===== config.mk =====
export PLATFORM = sky130hd
export DESIGN_NAME = nbus_rd_target
export DESIGN_NICKNAME = d
export VERILOG_FILES = /design/src/rtl/nbus_pkg.sv /design/src/rtl/nbus_seq.sv /design/src/rtl/nbus_addr_col.sv /design/src/rtl/nbus_drive.sv /design/src/rtl/nbus_rd_target.sv
export SDC_FILE = /design/constraint.sdc
export NUM_CORES = 1
export LEC_CHECK = 0
export BUFFER_PORTS_ARGS = -buffer_cell sky130_fd_sc_hd__buf_2
export CAP_MARGIN = 30
export CORE_MARGIN = 2
export CORE_UTILIZATION = 51
export CTS_CLUSTER_SIZE = 10
export DETAILED_ROUTE_END_ITERATION = 7
export PLACE_DENSITY_LB_ADDON = 0.25
export SLEW_MARGIN = 15
export SYNTH_ARGS = -nofsm -noshare
export SYNTH_HDL_FRONTEND = slang
export SYNTH_SLANG_ARGS = --single-unit

===== constraint.sdc =====
create_clock -name clk -period 2.4 [get_ports clk]
set_clock_uncertainty 0.15 [all_clocks]
set_input_delay 0.72 -clock clk [delete_from_list [all_inputs] [get_ports clk]]
set_output_delay 0.72 -clock clk [all_outputs]
set_load 0.02 [all_outputs]

===== src/rtl/nbus_pkg.sv =====
// Package: shared constants and sequencer state type for the nibble-bus
// read target. Assumes a 4-bit bus and single-byte transfers.
package nbus_pkg;
    localparam int NIB_W = 4;
    localparam logic [NIB_W-1:0] START_CODE = 4'hD;
    localparam logic [NIB_W-1:0] PARK_CODE  = 4'hF;
    localparam logic [NIB_W-1:0] READY_CODE = 4'h0;
    localparam logic [NIB_W-1:0] SIZE_BYTE  = 4'h0;

    // One state per bus clock of the read cycle (address clocks share one).
    typedef enum logic [3:0] {
        ST_IDLE, ST_IDSEL, ST_ADDR, ST_SIZE, ST_TAR0, ST_TAR1,
        ST_RSYNC, ST_DLO, ST_DHI, ST_REL0, ST_REL1
    } seq_state_t;
endpackage


===== src/rtl/nbus_seq.sv =====
// Module: cycle sequencer. Tracks which clock of a read cycle the bus is in,
// judges start code, ID and size nibbles, and flags address nibble clocks.
// Assumes the host never inserts wait states.
module nbus_seq
    import nbus_pkg::*;
#(
    parameter int ADDR_NIBBLES = 7
) (
    input  logic             clk,
    input  logic             rst_n,
    input  logic [NIB_W-1:0] bus_in,
    input  logic [NIB_W-1:0] id_strap,
    output seq_state_t       state,
    output logic             shift_en,
    output logic             last_nib
);
    localparam int CNT_W = (ADDR_NIBBLES > 1) ? $clog2(ADDR_NIBBLES) : 1;
    localparam logic [CNT_W-1:0] LAST_CNT = CNT_W'(ADDR_NIBBLES - 1);

    logic [CNT_W-1:0] nib_cnt;

    // Address nibble flags, decoded from the current state and count.
    assign shift_en = (state == ST_ADDR);
    assign last_nib = shift_en && (nib_cnt == LAST_CNT);

    // State and address-count update, one step per bus clock.
    always_ff @(posedge clk) begin
        if (!rst_n) begin
            state   <= ST_IDLE;
            nib_cnt <= '0;
        end else begin
            case (state)
                ST_IDLE:  if (bus_in == START_CODE) state <= ST_IDSEL;
                ST_IDSEL: begin
                    nib_cnt <= '0;
                    state   <= (bus_in == id_strap) ? ST_ADDR : ST_IDLE;
                end
                ST_ADDR: begin
                    if (last_nib) state <= ST_SIZE;
                    else          nib_cnt <= nib_cnt + 1'b1;
                end
                ST_SIZE:  state <= (bus_in == SIZE_BYTE) ? ST_TAR0 : ST_IDLE;
                ST_TAR0:  state <= ST_TAR1;
                ST_TAR1:  state <= ST_RSYNC;
                ST_RSYNC: state <= ST_DLO;
                ST_DLO:   state <= ST_DHI;
                ST_DHI:   state <= ST_REL0;
                ST_REL0:  state <= ST_REL1;
                default:  state <= ST_IDLE;
            endcase
        end
    end
endmodule


===== src/rtl/nbus_addr_col.sv =====
// Module: address collector. Shifts address nibbles in MSB first and raises a
// one-cycle read request after the final nibble. Assumes shift_en marks only
// address clocks of an ID-matched cycle.
module nbus_addr_col
    import nbus_pkg::*;
#(
    parameter int ADDR_W = 28
) (
    input  logic              clk,
    input  logic              rst_n,
    input  logic              shift_en,
    input  logic              last_nib,
    input  logic [NIB_W-1:0]  nib_in,
    output logic [ADDR_W-1:0] addr,
    output logic              req
);
    // Shift register for the address and the request pulse.
    always_ff @(posedge clk) begin
        if (!rst_n) begin
            addr <= '0;
            req  <= 1'b0;
        end else begin
            if (shift_en) addr <= {addr[ADDR_W-NIB_W-1:0], nib_in};
            req <= last_nib;
        end
    end
endmodule


===== src/rtl/nbus_drive.sv =====
// Module: bus driver. Holds the byte from the array and selects the nibble
// and enable for each device-driven clock. Assumes the byte arrives before
// the ready sync clock ends.
module nbus_drive
    import nbus_pkg::*;
#(
    parameter int DATA_W = 8
) (
    input  logic              clk,
    input  logic              rst_n,
    input  seq_state_t        state,
    input  logic              rd_valid,
    input  logic [DATA_W-1:0] rd_data,
    output logic [NIB_W-1:0]  bus_out,
    output logic              bus_oe
);
    logic [DATA_W-1:0] data_q;

    // Capture the returned byte whenever the array marks it valid.
    always_ff @(posedge clk) begin
        if (!rst_n)        data_q <= '0;
        else if (rd_valid) data_q <= rd_data;
    end

    // Choose the driven nibble and enable from the current clock's state.
    always_comb begin
        bus_oe  = 1'b1;
        bus_out = PARK_CODE;
        case (state)
            ST_TAR1:  bus_out = PARK_CODE;
            ST_RSYNC: bus_out = READY_CODE;
            ST_DLO:   bus_out = data_q[NIB_W-1:0];
            ST_DHI:   bus_out = data_q[2*NIB_W-1:NIB_W];
            ST_REL0:  bus_out = PARK_CODE;
            default:  bus_oe  = 1'b0;
        endcase
    end
endmodule


===== src/rtl/nbus_rd_target.sv =====
// Module: top of the nibble-bus memory read target. Joins the sequencer,
// address collector and bus driver. Assumes an external tri-state buffer
// controlled by bus_oe and a single-byte array read port.
module nbus_rd_target
    import nbus_pkg::*;
#(
    parameter int ADDR_NIBBLES = 7,
    parameter int DATA_W       = 8
) (
    input  logic                        clk,
    input  logic                        rst_n,
    input  logic [3:0]                  bus_in,
    output logic [3:0]                  bus_out,
    output logic                        bus_oe,
    input  logic [3:0]                  id_strap,
    output logic                        mem_req,
    output logic [ADDR_NIBBLES*4-1:0]   mem_addr,
    input  logic                        mem_rvalid,
    input  logic [DATA_W-1:0]           mem_rdata
);
    localparam int ADDR_W = ADDR_NIBBLES * NIB_W;

    seq_state_t state;
    logic       shift_en;
    logic       last_nib;

    nbus_seq #(.ADDR_NIBBLES(ADDR_NIBBLES)) u_seq (
        .clk(clk), .rst_n(rst_n), .bus_in(bus_in), .id_strap(id_strap),
        .state(state), .shift_en(shift_en), .last_nib(last_nib)
    );

    nbus_addr_col #(.ADDR_W(ADDR_W)) u_addr (
        .clk(clk), .rst_n(rst_n), .shift_en(shift_en), .last_nib(last_nib),
        .nib_in(bus_in), .addr(mem_addr), .req(mem_req)
    );

    nbus_drive #(.DATA_W(DATA_W)) u_drv (
        .clk(clk), .rst_n(rst_n), .state(state), .rd_valid(mem_rvalid),
        .rd_data(mem_rdata), .bus_out(bus_out), .bus_oe(bus_oe)
    );
endmodule


# ---- Word-level counts from Yosys, hierarchy flattened
# Cells that the tools add are included.
dict set report totals {
  register_bits 44
  word_cells 37
}
dict set report op_classes {
  addsub 1
  eq_ne 15
  mux 9
  n_reduce_logical 7
}
# op count
set ops {}
lappend ops {{4-bit case mux with 10 select lines} 1}
lappend ops {{4-bit by 3-bit equality test with 1-bit output, second input constant} 4}
lappend ops {{4-bit equality test, second input constant} 3}
lappend ops {{4-bit case mux with 3 select lines} 1}
lappend ops {{4-bit by 2-bit equality test with 1-bit output, second input constant} 2}
lappend ops {{4-bit logical NOT} 2}
lappend ops {{4-bit two-way mux} 2}
lappend ops {{3-bit two-way mux} 2}
lappend ops {{3-bit case mux with 2 select lines} 1}
lappend ops {{5-bit OR reduction} 1}
lappend ops {{4-bit by 1-bit equality test with 1-bit output, second input constant} 1}
lappend ops {{4-bit equality test} 1}
lappend ops {{2-bit by 1-bit != test with 1-bit output, second input constant} 2}
lappend ops {{2-bit AND reduction} 2}
lappend ops {{3-bit by 1-bit adder with 3-bit output, second input constant} 1}
lappend ops {{3-bit equality test, second input constant} 1}
lappend ops {{2-bit two-way mux} 1}
lappend ops {{2-bit != test, second input constant} 1}
lappend ops {{2-bit nonzero test} 1}
lappend ops {{1-bit logical AND} 1}
lappend ops {{1-bit two-way mux} 1}

# ---- Longest topological paths before layout
dict set report depth {
  depth_word 4
  depth_mapped 6
  mapped_depth_nobuf 5
}

# ---- Hierarchy
# Synthesis repeated with hierarchy kept, for this count alone.
dict set report unflattened {
  hier_cells 184
  area_unflattened_um2 1945.6
}
# mod instances cells_per_inst area_per_inst_um2 seq_area_each_um2
set by_module_without_submodules {}
lappend by_module_without_submodules {nbus_addr_col 1 92 1106.1 580.6}
lappend by_module_without_submodules {nbus_seq 1 53 449.2 140.1}
lappend by_module_without_submodules {nbus_drive 1 39 390.4 160.2}

# ---- Worst setup path before layout
# OpenSTA, ideal clock, no wires.
dict set report synth_path {
  path_type {register -> output}
  startpoint {register u_seq.state[3]}
  endpoint {output port bus_out[0]}
  arrival_time_ns 1.266
  setup_slack_ns 0.264
  path_stages_with_launch 4
  path_buffers 1
  path_cell_list {dfxtp_1 -> clkbuf_1 -> and3b_1 -> a2bb2oi_1}
}
dict set report synth_between {
  elab_chain_len 2
}
# item line
set synth_lines {}
lappend synth_lines {{start: declaration} nbus_seq.sv:13} ;# output seq_state_t state,
lappend synth_lines {{start signal: assignment} nbus_seq.sv:36} ;# state <= (bus_in == id_strap) ? ST_ADDR : ST_IDLE;
lappend synth_lines {{start signal: assignment} nbus_seq.sv:42} ;# ST_SIZE: state <= (bus_in == SIZE_BYTE) ? ST_TAR0 : ST_IDLE;
lappend synth_lines {{4-bit equality test or 4-bit by 3-bit equality test with 1-bit output (tied branches)} nbus_drive.sv:29} ;# case (state)
lappend synth_lines {{4-bit case mux with 3 select lines (*)} nbus_drive.sv:29}
lappend synth_lines {{end: declaration} nbus_rd_target.sv:13} ;# output logic [3:0] bus_out,
# Mark *: on every way between the ends. The rest lies on a longest branch, timed or not.

# ---- Final worst setup path
dict set report layout_path {
  startpoint {register u_seq.state[1]}
  endpoint {output port bus_out[0]}
}
# Same word-level chain as after synthesis.

==> flow_summary_export.csv <==
group,metric,value,unit
place,gp_congestion,0.810,
drt,drcViolationCount,0,
place,dpl.hpwl,2580,um
drt,ant_nets,0,
worst_setup_path,slowest_delay,340,ps
global_routing,grt_pass1_vias,1463,
cts,cts_buffers,5,
sta,fmax,443,MHz
cts,clk_pin_slew_worst_paths,120,ps
drt,drtIter0Drc,45,
global_routing,grt_overflow,0,
yosys,ys.warnings.count,0,
yosys,netlist_instances,222,
cts,clockBufferDepth,2,
worst_setup_path,worstPathCellList,"nor2_1 > nand3b_1 > a2bb2oi_1 > buf_2",
die,die_y,63.9,um
worst_setup_path,crit_slowest_cell,"dfxtp_1",
place,pre_cts_slack,509,ps
layout,final_common_cell,"nand2_1",
yosys,synth_flop_cell,"dfxtp_1",
layout,fill_cells,317,
yosys,ys_types,36,
worst_setup_path,worstPathRequired,1530,ps
power,p_leak,0.000924,uW
worst_setup_path,reg2reg_slack,530,ps
die,core,0.00339,mm^2
yosys,syn_area,0.00183,mm^2
hold_path,hold-path-cell-count,2,
die,pin_count,53,
job,drv_cap,0,
sta,hold_viol_final,0,
drt,wire_per_inst,11.6,um
sta,max_slew.worst_pin.slew,359,ps
die,dieArea,0.00409,mm^2
sta,timing.final.crit_share,94.1,%
sta,slew-limit-headroom,75.9,%
drt,avgViaCountPerCell,5.14,
cts,cts_resized,0,
sta,setup_ws,141,ps
sta,setup_viol,0,
hold_path,hold_end,"u_addr.addr[24]",
layout,seqCellArea,881,um^2
global_routing,use_met3,5.28,%
cts,root_buffer,"clkbuf_4",
cts,cts_setup_buffers,0,
global_routing,grt_pass1_wl,6220,um
cts,clkLatencyLatePin,350,ps
hold_path,hold_start,"u_addr.addr[24]",
yosys,ys_seq_area_share,48.1,%
worst_setup_path,r2r_start,"u_seq.state[0]",
layout,nets,294,
sta,rsz0062_at_grt,"no",
global_routing,grt_max_degree,30,
global_routing,grt_use_total,19.3,%
worst_setup_path,r2r_cells,4,
yosys,postSynthAreaPerCell,8.25,um^2
die,rows,21,
global_routing,met2_usage,31.8,%
layout,post_route_cells_drive_above_1_share,25.6,%
drt,num_vias,1641,
drt,firstDrtPassIters,6,
worst_setup_path,crit_type,"reg2out",
drt,totalWireLength,3700,um
run_status,status,"finished, final reports clean",
layout,fin_cells,319,
die,fp.dieW,63.9,um
sta,finalCriticalPeriod,2260,ps
layout,final_cell_area,0.00220,mm^2
layout,insertedDiodeCount,0,
worst_setup_path,crit_start,"u_seq.state[1]",
yosys,synth_edf_count,0,
power,powerDensity,517,mW/mm^2
yosys,synth-seq-cells,44,
cts,clock_sinks,44,
worst_setup_path,cp.arrival,1390,ps
place,placed_cell_area,0.00215,mm^2
hold_path,hp-class,"reg2reg",
die,start_util,54.0,%
layout,multi_input_area,876,um^2
layout,layout_common_cells,"nand2_1, buf_2, dfxtp_1",
cts,htreeDepth,2,
power,peakVddDrop,441,uV
global_routing,grt_antenna_before_repair,0,
layout,area_growth,20.1,%
sta,drv_slew,0,
cts,hold_buffers,0,
sta,tns,0,ps
worst_setup_path,crit_fanout,4,
yosys,synthArstFlopShare,0,%
yosys,syn_nets,243,
global_routing,met1_usage,23.5,%
worst_setup_path,crit_path_end_kind,"primary output",
worst_setup_path,cp-start-kind,"flop",
global_routing,top_usage_layer,"met2",
place,placed_cells,312,
cts,cts_tree,"built",
worst_setup_path,worstReg2RegEnd,"u_seq.nib_cnt[1]",
place,portBuffers,52,
## synthesized netlist by cell type (2+ instances only)
cell type	number	area share, %
ha_1	2	1.4
or3_1	2	0.68
nor4b_1	2	0.96
o21ai_0	2	0.55
xor2_1	5	2.4
a2bb2oi_1	4	1.9
clkbuf_1	14	2.9
a21oi_1	30	8.2
nor3_1	3	0.82
a31oi_1	2	0.68
buf_2	2	0.55
mux2i_1	9	4.9
o2bb2ai_1	2	0.96
nand2_1	63	13
and3_1	2	0.68
dfxtp_1	44	48
nor2_1	13	2.7
nand2b_1	2	0.68
o211ai_1	2	0.82
## layer usage
metal / part of all wire, % / vias to the layer above
met4: 1.5 / 0
met2: 45 / 44
met3: 5.7 / 4
li1: - / 851
met1: 48 / 742
met5: 0 / -
## per-stage QoR
stage               power (uW)  hold WS (ps)  util [%]
floorplan                  795           310         -
global placement           821           289      63.4
detailed placement         822           295      63.4
CTS                       1150           312      64.9
global route              1190           335      64.9
finish                    1140           308      64.9
## worst max-delay path: cells and delay by family, from the launching register on
family,cells,cell delay [ps]
and+or+nand+nor,2,380
DFF,1,340
AOI/OAI and AO/OA,1,170
buffers and inverters,1,160
## state kept, by name, indices dropped and copies added (netlist names)
register / flops
u_addr.addr: 28
u_addr.req: 1
u_drv.data_q: 8
u_seq.nib_cnt: 3
u_seq.state: 4
## worst max path at each step
stage | endpoint
after floorplan | bus_out[0]
after global placement | bus_out[1]
after detailed placement | bus_out[3]
after CTS | bus_out[3]
after global routing | bus_out[0]
final | bus_out[0]
## power breakdown
| group | switching, uW | internal (uW) |
|---|---|---|
| registers | 4.37 | 739 |
| logic | 33.3 | 29.0 |
| clock network | 224 | 107 |
## logic make-up (layout without fill, tap and decap cells)
kind of cell	after synthesis	count (layout)	share of synthesized area, %
fa+ha+maj	2	2	1.37
compound gates	47	47	15.3
flops	44	44	48.1
simple gates	96	96	23.5
xor+xnor	5	5	2.39
mux	9	9	4.92
buf+inv	19	70	4.44
## final cells by class
| class | instances | share of cell area [%] |
|---|---|---|
| Timing Repair Buffer | 61 | 14.9 |
| Multi-Input combinational cell | 159 | 39.8 |
| Tap cell | 46 | 2.62 |
| Clock buffer | 5 | 1.71 |
| Sequential cell | 44 | 40.0 |
| Inverter | 2 | 0.341 |
| Clock inverter | 2 | 0.569 |
Note: power is estimated with default switching activity, not from simulation.
